===== src/rtl/pwc_pkg.sv =====
package pwc_pkg;

   // Window state: counting events, or holding a captured result.
   typedef enum logic {
      WIN_OPEN = 1'b0,
      WIN_HELD = 1'b1
   } win_state_t;

endpackage : pwc_pkg


===== src/rtl/pwc_step.sv =====
// Combinational next-tally step with wrap. The variant is chosen by parameters.
module pwc_step #(
   parameter int CNT_W    = 3,
   parameter int WRAP_MAX = 5
) (
   input  logic [CNT_W-1:0] cur,
   input  logic             adv,
   output logic [CNT_W-1:0] nxt
);

   localparam logic [CNT_W-1:0] LAST     = CNT_W'(WRAP_MAX);
   localparam bit               FULL_POW = (WRAP_MAX == (1 << CNT_W) - 1);

   generate
      if (FULL_POW) begin : g_natural
         // The wrap point is all ones, so binary overflow wraps by itself.
         always_comb begin
            nxt = adv ? cur + 1'b1 : cur;
         end
      end else begin : g_compare
         always_comb begin
            if (!adv) begin
               nxt = cur;
            end else if (cur == LAST) begin
               nxt = '0;
            end else begin
               nxt = cur + 1'b1;
            end
         end
      end
   endgenerate

endmodule : pwc_step


===== src/rtl/pwc_count_reg.sv =====
// Running tally register: clear has priority, hold freezes it.
module pwc_count_reg #(
   parameter int CNT_W    = 3,
   parameter int WRAP_MAX = 5
) (
   input  logic             clk,
   input  logic             rst_n,
   input  logic             clear,
   input  logic             hold,
   input  logic [CNT_W-1:0] nxt,
   output logic [CNT_W-1:0] count
);

   localparam logic [CNT_W-1:0] LAST = CNT_W'(WRAP_MAX);

   always_ff @(posedge clk) begin
      if (!rst_n) begin
         count <= '0;
      end else if (clear) begin
         count <= '0;
      end else if (!hold) begin
         count <= nxt;
      end
   end

   // a dropped enable empties the tally on the next edge
   assert_clear_empties_R5 : assert property (@(posedge clk) disable iff (!rst_n)
      clear |=> (count == '0));

   // the tally never leaves the range 0..WRAP_MAX
   assert_in_range_R4 : assert property (@(posedge clk) disable iff (!rst_n)
      count <= LAST);

   // a held tally keeps its value
   assert_hold_stable_R7 : assert property (@(posedge clk) disable iff (!rst_n)
      (hold && !clear) |=> $stable(count));

endmodule : pwc_count_reg


===== src/rtl/pwc_window_ctl.sv =====
// Window control: decides when to capture and drives the done flag.
module pwc_window_ctl
   import pwc_pkg::*;
(
   input  logic clk,
   input  logic rst_n,
   input  logic enable,
   input  logic halt,
   output logic capture,
   output logic done
);

   win_state_t state;

   always_comb begin
      capture = enable && (state == WIN_OPEN) && halt;
      done    = (state == WIN_HELD);
   end

   always_ff @(posedge clk) begin
      if (!rst_n) begin
         state <= WIN_OPEN;
      end else if (!enable) begin
         state <= WIN_OPEN;
      end else if (capture) begin
         state <= WIN_HELD;
      end
   end

   // once held, the window stays held while enable stays high
   assert_held_sticks_R7 : assert property (@(posedge clk) disable iff (!rst_n)
      (done && enable) |=> done);

   // a low enable reopens the window
   assert_enable_low_reopens_R5 : assert property (@(posedge clk) disable iff (!rst_n)
      !enable |=> !done);

endmodule : pwc_window_ctl


===== src/rtl/pwc_capture.sv =====
// Result register: loads only on a capture strobe.
module pwc_capture #(
   parameter int CNT_W = 3
) (
   input  logic             clk,
   input  logic             rst_n,
   input  logic             capture,
   input  logic [CNT_W-1:0] d,
   output logic [CNT_W-1:0] result
);

   always_ff @(posedge clk) begin
      if (!rst_n) begin
         result <= '0;
      end else if (capture) begin
         result <= d;
      end
   end

   // the result moves only at a capture
   assert_result_frozen_R7 : assert property (@(posedge clk) disable iff (!rst_n)
      !capture |=> $stable(result));

endmodule : pwc_capture


===== src/rtl/pulse_window_counter.sv =====
module pulse_window_counter #(
   parameter int CNT_W    = 3,
   parameter int WRAP_MAX = 5
) (
   input  logic             clk,
   input  logic             rst_n,
   input  logic             enable,
   input  logic             tick,
   input  logic             halt,
   output logic [CNT_W-1:0] count_o,
   output logic [CNT_W-1:0] result_o,
   output logic             done_o
);

   localparam logic [CNT_W-1:0] LAST = CNT_W'(WRAP_MAX);

   generate
      if (CNT_W < 1) begin : g_bad_width
         $error("pulse_window_counter: CNT_W must be at least 1");
      end
      if (WRAP_MAX < 1 || WRAP_MAX >= (1 << CNT_W)) begin : g_bad_wrap
         $error("pulse_window_counter: WRAP_MAX must lie in 1 .. 2**CNT_W-1");
      end
   endgenerate

   logic [CNT_W-1:0] next_cnt;
   logic             capture;

   pwc_step #(
      .CNT_W    (CNT_W),
      .WRAP_MAX (WRAP_MAX)
   ) i_step (
      .cur (count_o),
      .adv (tick),
      .nxt (next_cnt)
   );

   pwc_window_ctl i_ctl (
      .clk     (clk),
      .rst_n   (rst_n),
      .enable  (enable),
      .halt    (halt),
      .capture (capture),
      .done    (done_o)
   );

   pwc_count_reg #(
      .CNT_W    (CNT_W),
      .WRAP_MAX (WRAP_MAX)
   ) i_count (
      .clk   (clk),
      .rst_n (rst_n),
      .clear (!enable),
      .hold  (done_o),
      .nxt   (next_cnt),
      .count (count_o)
   );

   pwc_capture #(
      .CNT_W (CNT_W)
   ) i_capture (
      .clk     (clk),
      .rst_n   (rst_n),
      .capture (capture),
      .d       (next_cnt),
      .result  (result_o)
   );

   // an event below the wrap point adds one
   assert_step_up_R2 : assert property (@(posedge clk) disable iff (!rst_n)
      (enable && !done_o && tick && count_o != LAST)
      |=> (count_o == CNT_W'($past(count_o) + 1'b1)));

   // a quiet cycle keeps the tally
   assert_quiet_keeps_R3 : assert property (@(posedge clk) disable iff (!rst_n)
      (enable && !done_o && !tick) |=> $stable(count_o));

   // an event at the wrap point returns to zero
   assert_wrap_zero_R4 : assert property (@(posedge clk) disable iff (!rst_n)
      (enable && !done_o && tick && count_o == LAST) |=> (count_o == '0));

   // a halt raises done and the result matches the tally it froze
   assert_halt_capture_R6 : assert property (@(posedge clk) disable iff (!rst_n)
      (enable && !done_o && halt) |=> (done_o && result_o == count_o));

endmodule : pulse_window_counter


===== config.mk =====
export PLATFORM = sky130hd
export DESIGN_NAME = pulse_window_counter
export DESIGN_NICKNAME = d
export VERILOG_FILES = /design/src/rtl/pwc_pkg.sv /design/src/rtl/pwc_step.sv /design/src/rtl/pwc_count_reg.sv /design/src/rtl/pwc_window_ctl.sv /design/src/rtl/pwc_capture.sv /design/src/rtl/pulse_window_counter.sv
export SDC_FILE = /design/constraint.sdc
export NUM_CORES = 1
export LEC_CHECK = 0
export CORE_AREA = 5 5 42 44
export DETAILED_ROUTE_END_ITERATION = 8
export DIE_AREA = 0 0 47 49
export DONT_BUFFER_PORTS = 1
export HOLD_SLACK_MARGIN = 0.12
export SLEW_MARGIN = 20
export SYNTH_ARGS = -nofsm -noshare
export SYNTH_HDL_FRONTEND = slang
export SYNTH_SLANG_ARGS = --single-unit

===== constraint.sdc =====
create_clock -name clk -period 1.2 [get_ports clk]
set_input_delay 0.24 -clock clk [delete_from_list [all_inputs] [get_ports clk]]
set_output_delay 0.24 -clock clk [all_outputs]
set_load 0.005 [all_outputs]

Yosys cells after proc, flatten, opt, wreduce, memory -nomap -nowiden --
Cells that the tools add are included.
Word-level totals: register bits 7, bits of input ports 5, output and inout port bits 7
Cells by class: add/subtract/negate cells 1, equality and inequality tests 1, muxes and demuxes 2, bitwise operators 1, reductions and logical operators 3
Operator list (count):
- $mux 3 | 2
- $add 3x1->3 const B | 1
- $eq 3x3->1 const B | 1
- $logic_and 1x1->1 | 2
- $reduce_and 2->1 | 1
- $not 1->1 | 1

Depth between registers and ports, before layout --
word-level depth 3, depth in mapped cells 4

Cells and area by module --
From an unflattened synthesis, not the netlist that was laid out.
Second synthesis, totals: cell total of the unflattened synthesis 29, area total of the unflattened synthesis 315.3 sq um
By module, submodules not included:
- pwc_capture | instances 1, cells each 9, area each 108.9 sq um, seq. area each 60.1 sq um
- pwc_count_reg | instances 1, cells each 10, area each 107.6 sq um, seq. area each 60.1 sq um
- pwc_step | instances 1, cells each 6, area each 55.1 sq um, seq. area each 0.0 sq um
- pwc_window_ctl | instances 1, cells each 3, area each 40.0 sq um, seq. area each 20.0 sq um
- pulse_window_counter | instances 1, cells each 1, area each 3.8 sq um, seq. area each 0.0 sq um

Least setup slack after synthesis --
No wires, ideal clock.
kind reg-to-reg, from register i_ctl.state, in the netlist i_ctl.done, to register i_capture.result[0], arrival 0.847 ns, required time 1.084 ns, path slack 0.236 ns, stages on the path, launching flop included 4, cells stage by stage dfxtp_1 -> and3b_1 -> buf_6 -> o211a_1
Between the ends: longest elaborated chain between the ends 3
RTL lines:
- start, declared | line pwc_window_ctl.sv:13 | win_state_t state;
- start signal, assigned | line pwc_window_ctl.sv:22 | state <= WIN_OPEN;
- start signal, assigned | line pwc_window_ctl.sv:24 | state <= WIN_OPEN;
- start signal, assigned | line pwc_window_ctl.sv:26 | state <= WIN_HELD;
- $not 1->1 | line pwc_window_ctl.sv:16 | capture = enable && (state == WIN_OPEN) && halt;
- $logic_and 1x1->1 (2 in a row) | line pwc_window_ctl.sv:16
- end signal, assigned | line pwc_capture.sv:14 | result <= '0;
- end signal, assigned | line pwc_capture.sv:16 | result <= d;
- end, declared | line pwc_capture.sv:9 | output logic [CNT_W-1:0] result
Every way passes these cells. A chain may end at the register's enable or synchronous reset.

Worst setup path after layout --
Same ends and word-level chain as after synthesis.

==> summary.txt <==
Outcome
  – Status: finished, final reports clean

Critical path
  – Source of the critical timing path: i_ctl.done
  – Required time of the critical path: 1.34 ns
  – CP max FO: 6
  – CP Class: register to register
  – WP data arrival: 1.15 ns
  – Reg2reg start: i_ctl.done
  – RR Endpoint: i_capture.result[0]
  – Critical path startpoint category: register
  – Critical path capture point: i_capture.result[0]
  – Flop2flop setup slack: 0.19 ns
  – Crit end category: register
  – R2R depth: 3

Clocking
  – Total clock sinks: 7
  – H-Tree Depth: 1
  – Post-cts sizing count: 0
  – TritonCTS buffer count: 3
  – Worst skew pair latency: 0.25 ns
  – CTS tree: done
  – Root buffer cell: clkbuf_4
  – Clock-pin slew on the worst setup and hold paths: 0.05 ns
  – CTS max path bufs: 2

Floorplan
  – I/O pin count: 12
  – Overall die area: 2300 um^2
  – Die Ht: 49 um
  – Initial Util: 0.219
  – Die W: 47 um
  – Core Region: 1400 um^2
  – Rows: 14

Route
  – Wire per inst: 11.5 um
  – Residual DRC: 0
  – Drt pass-1 iters: 2
  – Final wirelength: 623 um
  – Routed via count: 242
  – First DRT Iteration DRCs: 4
  – DRT antenna net count: 0
  – Vias per inst: 4.48

Power
  – Combinational Power Share: 0.076
  – LEAKAGE: 0.158 nW
  – Sw power: 0.000114 W
  – Switching Fraction: 0.225
  – Reg power frac: 0.503
  – Clock group share of total power: 0.421
  – P_int: 0.000392 W
  – P per Cell Area: 1400 nW/um^2
  – Worst ir drop on vdd: 407 uV

Synthesis
  – Compound-cell area share of the yosys netlist: 0.114
  – Simple-gate area share of the yosys netlist: 0.237
  – Yosys cell types: 16
  – Mapped Cells: 33
  – Post-Synth Adder-Cell Area: 0
  – Mean post-synth cell area: 9.29 um^2
  – Synth warnings: 0
  – XOR/XNOR Fraction of Synth Area: 0.0571
  – Register area share after synthesis: 0.457
  – Syn nets: 38
  – Synth Cell Area: 307 um^2
  – Synthesized flop and latch total: 7
  – Largest family of logic cells by synthesized area: simple AND/OR/NAND/NOR gates
  – Mux cell area share after synthesis: 0.0980

Job
  – Max cap viols: 0

Finish
  – Fillers: 162
  – Most frequent cells in the layout: 7 x dfxtp_1, 6 x nor2_1, 4 x nand2_1
  – Synthesis-to-finish area growth: 18.0%
  – Nets: 44
  – Area of the multi-input gates: 155 um^2
  – Reg area: 140 um^2
  – Commonest non-fill, non-tap cell in the layout: dfxtp_1
  – Antenna cell count: 0
  – Post-route design area: 362 um^2
  – Share of layout cells above drive strength 1: 0.105

Global routing
  – M1 GR Usage: 0.0556
  – Met3 Resource Use GR: 0.0627
  – Grt met2 use: 0.0882
  – Total GRT Usage: 0.0636
  – GR Overflow Total: 0
  – Vias in the first global route: 220
  – GRT Max-Usage Layer: met2
  – First-pass GRT wire length: 986 um
  – Antenna violations before repair: 0
  – Largest net degree at the start of global routing: 7

Timing
  – Fmax: 0.993 GHz
  – Worst-Margin Slew: 0.255 ns
  – Worst slew margin: 0.830
  – Setup-failing EPs final: 0
  – Fin crit period: 1.01 ns
  – Max Clock Skew: 0.00126 ns
  – Crit share post-route: 0.839
  – Setup total negative slack: 0 ns
  – Fin. max-slew vios: 0
  – Fin. Hold Viols: 0
  – RSZ-0062 raised after global routing: false

Placement
  – IO Port Bufs: 0
  – Routability Congestion: 0.627
  – Placed Area: 315 um^2

Worst hold path
  – Worst Hold Class: primary input to register
synth_stat cells:
cell / count / area [um^2]
nand3_1: 1 / 5.00
o211a_1: 1 / 10.0
o21ai_2: 1 / 8.76
nor2_1: 6 / 22.5
and2b_1: 1 / 7.51
nand3b_1: 1 / 7.51
a31oi_1: 1 / 6.26
nand2_1: 4 / 15.0
nor2b_1: 1 / 6.26
xnor2_1: 2 / 17.5
mux2i_1: 3 / 30.0
dfxtp_1: 7 / 140
a21oi_1: 1 / 5.00
and3b_1: 1 / 8.76
o21ai_1: 1 / 5.00
buf_6: 1 / 11.3
worst max-delay path, cell delays in order (launching register included):
cell     delay (ns)
dfxtp_1        0.34
and3b_1        0.35
nand2_1        0.08
o211a_1        0.12
power by group through the flow:
stage               Combinational, W  Sequential (W)  Clock, W
finish                     0.0000382        0.000255  0.000213
global route               0.0000424        0.000257  0.000230
CTS                        0.0000390        0.000256  0.000221
detailed placement         0.0000325        0.000261         0
global placement           0.0000318        0.000261         0
floorplan                  0.0000331        0.000257         0
cell type report:
class,count,share of cell area
Clock buffer,4,0.0727
Sequential cell,7,0.388
Multi-Input combinational cell,25,0.429
Tap cell,16,0.0554
Timing Repair Buffer,2,0.0554
state kept, by name (all words and copies together), names as in the netlist:
signal,count
i_ctl.done,1
i_count.count,3
i_capture.result,3
logic make-up (layout without fill, tap and decap cells):
logic type / Yosys count / count (layout)
and+or+nand+nor: 15 / 15
DFF: 7 / 7
AOI/OAI and AO/OA: 5 / 5
muxes: 3 / 3
xor gates and xnor gates: 2 / 2
buffers and inverters: 1 / 6
stage by stage:
stage / worst slack [ns] / util / std cells / hold slack (ns) / power, W
global placement: 0.203 / 0.225 / 48 / 0.358 / 0.000292
CTS: 0.184 / 0.258 / 54 / 0.127 / 0.000515
floorplan: 0.236 / - / 33 / 0.351 / 0.000290
finish: 0.193 / 0.258 / 54 / 0.134 / 0.000506
detailed placement: 0.190 / 0.225 / 48 / 0.358 / 0.000293
global route: 0.119 / 0.258 / 54 / 0.155 / 0.000529
how the worst min path moves through the flow:
stage | cells after the start | from | end | slack, ns
after detailed placement | 2 | rst_n | i_capture.result[2] | 0.36
after global placement | 2 | rst_n | i_capture.result[2] | 0.36
after CTS | 2 | rst_n | i_capture.result[1] | 0.13
final | 2 | rst_n | i_capture.result[1] | 0.13
after global routing | 2 | rst_n | i_capture.result[1] | 0.15
after floorplan | 2 | rst_n | i_capture.result[2] | 0.35
repair_timing:
| action | CTS | global route |
|---|---|---|
| buffers inserted | 0 | 0 |
| endpoints found under the hold margin | 3 | 0 |
| hold buffers | 2 | 0 |
per-layer routing:
layer,wire length [um],up-vias
met5,0,-
met4,0,0
met3,71,0
met2,312,6
met1,240,112
li1,-,124
Note: power is estimated with default switching activity, not from simulation.
